==> src/rtl/ss_pkg.sv <==
package ss_pkg;
  typedef enum logic [1:0] {
    SS_IDLE  = 2'd0,
    SS_DELAY = 2'd1,
    SS_STEP  = 2'd2,
    SS_DONE  = 2'd3
  } ss_state_e;
endpackage

==> src/rtl/ss_rst_sync.sv <==
module ss_rst_sync (
  input  logic clk,
  input  logic rst_n,
  output logic rst_s_n
);
  logic meta_q;
  logic hold_q;

  always_ff @(posedge clk or negedge rst_n) begin
    if (!rst_n) begin
      meta_q <= 1'b0;
      hold_q <= 1'b0;
    end else begin
      meta_q <= 1'b1;
      hold_q <= meta_q;
    end
  end

  assign rst_s_n = hold_q;
endmodule

==> src/rtl/ss_cycle_counter.sv <==
// Counts enabled cycles modulo LIMIT; last_o flags the enabled cycle that wraps.
module ss_cycle_counter #(
  parameter int LIMIT = 64,
  localparam int CW = (LIMIT > 1) ? $clog2(LIMIT) : 1
) (
  input  logic clk,
  input  logic rst_n,
  input  logic clr_i,
  input  logic en_i,
  output logic last_o
);
  localparam logic [CW-1:0] TOP = CW'(LIMIT - 1);

  logic [CW-1:0] cnt_q;
  logic [CW-1:0] cnt_d;

  assign last_o = en_i && (cnt_q == TOP);

  always_comb begin
    cnt_d = cnt_q;
    if (clr_i) begin
      cnt_d = '0;
    end else if (en_i) begin
      cnt_d = last_o ? '0 : cnt_q + 1'b1;
    end
  end

  always_ff @(posedge clk or negedge rst_n) begin
    if (!rst_n) begin
      cnt_q <= '0;
    end else begin
      cnt_q <= cnt_d;
    end
  end
endmodule

==> src/rtl/ss_ref_stepper.sv <==
// Reference code register: clear wins over load-one, load-one over increment.
module ss_ref_stepper #(
  parameter int REF_W = 5
) (
  input  logic             clk,
  input  logic             rst_n,
  input  logic             zero_i,
  input  logic             one_i,
  input  logic             inc_i,
  output logic [REF_W-1:0] ref_o
);
  logic [REF_W-1:0] code_q;
  logic [REF_W-1:0] code_d;

  always_comb begin
    code_d = code_q;
    if (zero_i) begin
      code_d = '0;
    end else if (one_i) begin
      code_d = REF_W'(1);
    end else if (inc_i) begin
      code_d = code_q + 1'b1;
    end
  end

  always_ff @(posedge clk or negedge rst_n) begin
    if (!rst_n) begin
      code_q <= '0;
    end else begin
      code_q <= code_d;
    end
  end

  assign ref_o = code_q;
endmodule

==> src/rtl/softstart_seq.sv <==
module softstart_seq #(
  parameter int NUM_STEPS    = 24,
  parameter int CYC_PER_STEP = 64,
  parameter int DELAY_CLKS   = 40000,
  localparam int REF_W = $clog2(NUM_STEPS + 1)
) (
  input  logic             clk,
  input  logic             rst_n,
  input  logic             uvlo_ok,
  input  logic             sw_tick,
  input  logic             restart_req,
  output logic [REF_W-1:0] ref_code,
  output logic             ea_preset,
  output logic             ss_active,
  output logic             ss_done
);
  import ss_pkg::*;

  localparam logic [REF_W-1:0] FULL_CODE = REF_W'(NUM_STEPS);

  logic      rst_s_n;
  ss_state_e state_q;
  ss_state_e state_d;
  logic      done_q;
  logic      done_d;
  logic      abort;
  logic      dly_last;
  logic      step_last;
  logic      at_full;
  logic      ref_zero;
  logic      ref_one;
  logic      ref_inc;

  ss_rst_sync u_rst_sync (
    .clk     (clk),
    .rst_n   (rst_n),
    .rst_s_n (rst_s_n)
  );

  ss_cycle_counter #(.LIMIT(DELAY_CLKS)) u_dly_cnt (
    .clk    (clk),
    .rst_n  (rst_s_n),
    .clr_i  (abort || (state_q != SS_DELAY)),
    .en_i   (state_q == SS_DELAY),
    .last_o (dly_last)
  );

  ss_cycle_counter #(.LIMIT(CYC_PER_STEP)) u_tick_cnt (
    .clk    (clk),
    .rst_n  (rst_s_n),
    .clr_i  (abort || (state_q != SS_STEP)),
    .en_i   (sw_tick && (state_q == SS_STEP)),
    .last_o (step_last)
  );

  ss_ref_stepper #(.REF_W(REF_W)) u_ref (
    .clk    (clk),
    .rst_n  (rst_s_n),
    .zero_i (ref_zero),
    .one_i  (ref_one),
    .inc_i  (ref_inc),
    .ref_o  (ref_code)
  );

  assign abort   = !uvlo_ok || restart_req;
  assign at_full = (ref_code == FULL_CODE);

  always_comb begin
    state_d  = state_q;
    done_d   = 1'b0;
    ref_zero = 1'b0;
    ref_one  = 1'b0;
    ref_inc  = 1'b0;
    if (abort) begin
      state_d  = SS_IDLE;
      ref_zero = 1'b1;
    end else begin
      unique case (state_q)
        SS_IDLE: begin
          state_d = SS_DELAY;
        end
        SS_DELAY: begin
          if (dly_last) begin
            state_d = SS_STEP;
            ref_one = 1'b1;
          end
        end
        SS_STEP: begin
          if (step_last) begin
            if (at_full) begin
              state_d = SS_DONE;
              done_d  = 1'b1;
            end else begin
              ref_inc = 1'b1;
            end
          end
        end
        SS_DONE: begin
          state_d = SS_DONE;
        end
        default: begin
          state_d  = SS_IDLE;
          ref_zero = 1'b1;
        end
      endcase
    end
  end

  always_ff @(posedge clk or negedge rst_s_n) begin
    if (!rst_s_n) begin
      state_q <= SS_IDLE;
      done_q  <= 1'b0;
    end else begin
      state_q <= state_d;
      done_q  <= done_d;
    end
  end

  assign ea_preset = (state_q == SS_DELAY);
  assign ss_active = (state_q == SS_DELAY) || (state_q == SS_STEP);
  assign ss_done   = done_q;
endmodule

==> config.mk <==
export PLATFORM = sky130hd
export DESIGN_NAME = softstart_seq
export DESIGN_NICKNAME = d
export VERILOG_FILES = /design/src/rtl/ss_pkg.sv /design/src/rtl/ss_rst_sync.sv /design/src/rtl/ss_cycle_counter.sv /design/src/rtl/ss_ref_stepper.sv /design/src/rtl/softstart_seq.sv
export SDC_FILE = /design/constraint.sdc
export NUM_CORES = 1
export LEC_CHECK = 0
export BUFFER_PORTS_ARGS = -buffer_cell sky130_fd_sc_hd__buf_4
export CORE_ASPECT_RATIO = 0.7
export CORE_MARGIN = 1
export CORE_UTILIZATION = 63
export DETAILED_ROUTE_END_ITERATION = 6
export MAX_ROUTING_LAYER = met4
export PLACE_DENSITY_LB_ADDON = 0.1
export SLEW_MARGIN = 25
export SYNTH_ARGS = -nofsm -noshare
export SYNTH_HDL_FRONTEND = slang
export SYNTH_SLANG_ARGS = --single-unit
==> constraint.sdc <==
create_clock -name clk -period 2.93 [get_ports clk]
set_input_delay 0.586 -clock clk [delete_from_list [all_inputs] [get_ports clk]]
set_output_delay 0.586 -clock clk [all_outputs]
set_load 0.05 [all_outputs]
; ---- Word-level counts from Yosys, hierarchy flattened
; Index checks and enable logic that the tools add are counted.
[totals]
reg_bits = 32
in_bits = 5
output_inout_bits = 8
word_cells = 60
[op_classes]
n_addsub = 3
n_eq_ne = 11
mux = 26
reduce_logical = 13
[ops]
columns = cell, count
row1 = $mux 16, 3
row2 = $mux 6, 3
row3 = $add 16x1->16 const B, 1
row4 = $eq 16x16->1 const B, 1
row5 = $mux 5, 3
row6 = $mux 1, 12
row7 = $mux 2, 4
row8 = $pmux 2 s4, 1
row9 = $add 6x1->6 const B, 1
row10 = $eq 6x6->1 const B, 1
row11 = $ne 3x3->1 const B, 2
row12 = $add 5x1->5 const B, 1
row13 = $eq 5x5->1 const B, 1
row14 = $eq 2x2->1 const B, 2
row15 = $logic_or 1x1->1, 4
row16 = $reduce_bool 2->1, 2
row17 = $logic_and 1x1->1, 3
row18 = $ne 3x2->1 const B, 1
row19 = $reduce_and 3->1, 1
row20 = $reduce_bool 3->1, 1
row21 = $eq 2x1->1 const B, 1
row22 = $logic_not 2->1, 1
row23 = $ne 2x1->1 const B, 1
row24 = $ne 2x2->1 const B, 1
row25 = $logic_not 1->1, 1

; ---- Logic depth before layout (Yosys ltp)
[depth]
ltp_word = 9
ltp_mapped = 7
depth_no_buf = 6

; ---- Cells and area by module
; From an unflattened synthesis, not the netlist that was laid out.
[unflattened]
hier_cells = 175
hier_area_um2 = 1752.9
[modules_own_cells]
columns = mod, instances, cells_each, area_per_inst_um2, seq_area_each_um2
row1 = ss_cycle_counter (u_dly_cnt), 1, 90, 874.6, 400.4
row2 = ss_cycle_counter (u_tick_cnt), 1, 32, 320.3, 150.1
row3 = ss_ref_stepper, 1, 24, 265.3, 125.1
row4 = softstart_seq, 1, 26, 239.0, 75.1
row5 = ss_rst_sync, 1, 3, 53.8, 50.0

; ---- Worst setup path before layout
; Ideal clock, no wire load.
[synth_timing]
path_type = flip-flop to flip-flop
startpoint = reg u_ref.code_q[0], in the netlist u_ref.ref_o[0]
endpoint = reg u_ref.code_q[3], in the netlist u_ref.ref_o[3]
arrival_ps = 2144
required_ps = 2852
setup_slack_ps = 709
stages_incl_launch_ff = 8
path_buffers = 1
synth_period_minus_slack_ps = 2221
cell_sequence = dfrtp_1 inv_1 ha_1 nand4b_1 or4b_1 buf_2 or3_1 a21oi_1
[synth_via]
elab_chain_cells = 6
word_cells_on_any_way = 10
[synth_rtl]
columns = item, line_no
row1 = start: declaration, ss_ref_stepper.sv:12  ; logic [REF_W-1:0] code_q;
row2 = start signal: assignment, ss_ref_stepper.sv:30  ; code_q <= code_d;
row3 = branches (longest 6 deep; another with $add 5x1->5), --
; Parallel ways; which one is timed is not known. The select of a mux whose other input is x is not followed.
; A chain may end at the register's enable or synchronous reset.

; ---- Worst setup path after layout
; Ends and elaborated chain as after synthesis.

==> metrics.md <==
| Metric | Value |
|---|---|
| Outcome | completed |
| Row cnt | 15 |
| Max clock buf depth | 2 |
| FF-to-FF Start | u_ref.ref_o[0] |
| Post-synth EDFFs | 0 |
| Unrepaired setup endpoints after global routing | no |
| Tot GR Track Use | 26.6% |
| FF-to-FF End | u_ref.ref_o[3] |
| Power share of the clock group | 47.7% |
| Top Ports | 13 |
| Startpoint types | register |
| Post-Place Cell Area | 0.00173 mm2 |
| Synthesized flop and latch total | 32 |
| Post-Syn Nets | 172 |
| Layout net count | 185 |
| Synth Instances | 160 |
| Fin crit period | 2.14 ns |
| Crit path cell chain | inv_1, ha_1, nand4b_1, or4b_1, or3_1, a21oi_1 |
| Req. time, crit path | 3.12 ns |
| Post_cts resized | 0 |
| Mapped cell area | 0.00163 mm2 |
| Layout area overhead | 14.2% |
| Per-cell routed wire length | 15.1 um |
| Clock-pin slew on the worst setup and hold paths | 0.07 ns |
| Sw Pwr | 0.198 mW |
| Hold_buf cts | 0 |
| First-pass GRT wire length | 5350 um |
| Pwr Density | 517 mW/mm2 |
| Post-DP HPWL | 2220 um |
| Starting Density | 66.2% |
| Final ANT Viol Nets | 0 |
| Placer Congestion | 0.755 |
| Warnings, synthesis | 0 |
| VDD IR-drop max | 346 uV |
| Initial DRT Pass Iterations | 4 |
| Total grt overflow | 0 |
| CP max-delay cell | or4b_1 |
| H-Tree Depth | 2 |
| Worst EP arrival | 2.33 ns |
| DIE HEIGHT | 44.5 um |
| Int Power | 0.762 mW |
| Lkg Pwr | 0.829 nW |
| F_max | 467 MHz |
| Mean area per synthesized cell | 10.2 um2 |
| Setup CP Type | register to register |
| Maxcap violations | 0 |
| Worst-skew pair later-pin latency | 0.28 ns |
| Max-slew headroom | 65.3% |
| Layout cells sized above 1 | 13.2% |
| Die Span X | 62.8 um |
| TNS Setup | 0 ns |
| Die Area | 0.00279 mm2 |
| Flop2flop setup slack | 0.79 ns |
| Seq pwr share | 46.9% |
| Count of pins over their slew limit | 0 |
| CTS tree | yes |
| Placeable Area | 0.00246 mm2 |
| Via count | 1205 |
| Worst-Margin Slew | 0.520 ns |
| Cts bufs inserted | 5 |
| Main synth FF type | dfrtp_1 |
| Comb power frac | 5.5% |
| Final instance area | 0.00186 mm2 |
| Diode count | 0 |
| Worst setup EP type | register |
| # setup viols final | 0 |
| Worst path max stage delay | 0.61 ns |
| Worst Path Max Fanout | 8 |
| Hold Fails Final Rpt | 0 |
| Residual DRC count | 0 |
| Sw Ratio | 20.6% |
| Largest net degree at the start of global routing | 25 |
| CTS root buffer | clkbuf_8 |
| R2R depth | 6 |
| Initial DRC Count | 59 |
| Vias in the first global route | 1153 |
| Setup bufs post-CTS | 0 |
| Via/cell ratio | 5.79 |
| Post-synthesis sequential area ratio | 49.2% |
| CTS sink cnt | 32 |
| Filler instances | 164 |
| Worst hold path class | input port to asynchronous set/reset pin |
| Fin crit share | 73.1% |
| Fin Clk Skew | 0.00349 ns |
| Initial antenna violation count | 0 |
| PortBufs | 12 |
| Post-synth cell types | 33 |
| Fraction of registers with async set/reset | 100% |
| Final WL | 3140 um |
==> metal layers <==
layer | vias up | global-route usage [%] | part of all wire [%]
li1 | 575 | - | -
met1 | 598 | 34.7 | 48
met2 | 28 | 40.2 | 46
met3 | 4 | 7.22 | 4.4
met4 | 0 | 9.77 | 0.92
met5 | - | - | 0
==> cells by family after synthesis <==
logic type	Yosys count	share of synthesized area, %
XOR/XNOR	19	10.2
buffers and inverters	13	3.54
AND/OR/NAND/NOR	69	23.5
other	1	0.230
adder cells (fa/ha/maj)	7	5.38
multiplexers	4	2.54
flip-flops	32	49.2
AO/OA/AOI/OAI	15	5.38
==> sequential cells by signal, summed over array words and instances, names as in the netlist <==
signal and cells:
ss_done 1, u_ref.ref_o 5, u_tick_cnt.cnt_q 6, u_rst_sync.rst_s_n 1, u_dly_cnt.cnt_q 16, u_rst_sync.meta_q 1, state_q 2
==> synth_stat cells, types with 2 or more instances <==
master	n	area, um2
nor2_1	23	86.3
a21oi_1	5	25.0
xor2_1	16	140
dfrtp_1	32	801
nor4_1	2	12.5
and3_1	4	25.0
or3_1	4	25.0
mux2i_1	3	30.0
o21ai_0	6	30.0
clkbuf_1	5	18.8
inv_1	6	22.5
and4_1	4	35.0
ha_1	7	87.6
and2_1	3	18.8
xnor2_1	3	26.3
nand2_1	6	22.5
nand4_1	8	50.1
nand3_1	8	40.0
==> through the flow <==
stage	cells	hold WS, ns	utilization (%)	power, mW	setup WS, ns
2_1_floorplan	160	0.290	-	0.495	0.709
3_5_place_dp	200	0.106	70.5	0.511	0.806
4_1_cts	208	0.0677	75.6	0.968	0.792
6_report	208	0.0754	75.6	0.960	0.789
3_3_place_gp	200	0.0941	70.5	0.509	0.876
5_1_grt	208	0.0637	75.6	0.989	0.622
==> final cells by class <==
cell class / count / area (um2) / area share (%)
Timing Repair Buffer: 13 / 97.6 / 5.25
Clock inverter: 1 / 30.0 / 1.62
Inverter: 6 / 22.5 / 1.21
Clock buffer: 7 / 96.3 / 5.18
Tap cell: 34 / 42.5 / 2.29
Multi-Input combinational cell: 115 / 769 / 41.4
Sequential cell: 32 / 801 / 43.1
==> power groups by stage <==
| stage | clock, mW | combinational (mW) | sequential (mW) |
|---|---|---|---|
| after detailed placement | 0 | 0.0527 | 0.458 |
| final | 0.458 | 0.0527 | 0.450 |
| after floorplan | 0 | 0.0334 | 0.462 |
| after global placement | 0 | 0.0510 | 0.458 |
| after CTS | 0.465 | 0.0529 | 0.450 |
| after global routing | 0.481 | 0.0578 | 0.450 |
==> critical path: cells and delay by family (launching register included) <==
family / cells / cell delay, ns
fa+ha+maj: 1 / 0.20
compound gates: 1 / 0.17
simple gates: 3 / 1.17
flops: 1 / 0.41
buf+inv: 1 / 0.10
==> cells in the final DEF, fill, tap and decap left out, types with 7 or more instances in the layout <==
cell type and count:
clkbuf_8 7, nor2_1 23, nand4_1 8, nand3_1 8
buf_4 13, xor2_1 16, dfrtp_1 32, ha_1 7
==> how the worst max path moves through the flow <==
stage / cells after the start / end / startpoint / slack (ns)
after floorplan: 7 / u_ref.ref_o[3] / u_ref.ref_o[0] / 0.71
after global placement: 5 / u_ref.ref_o[4] / sw_tick / 0.88
after detailed placement: 5 / u_ref.ref_o[3] / sw_tick / 0.81
after CTS: 6 / u_ref.ref_o[3] / u_ref.ref_o[0] / 0.79
after global routing: 6 / state_q[1] / u_ref.ref_o[0] / 0.62
final: 6 / u_ref.ref_o[3] / u_ref.ref_o[0] / 0.79
Note: power is estimated with default switching activity, not from simulation.
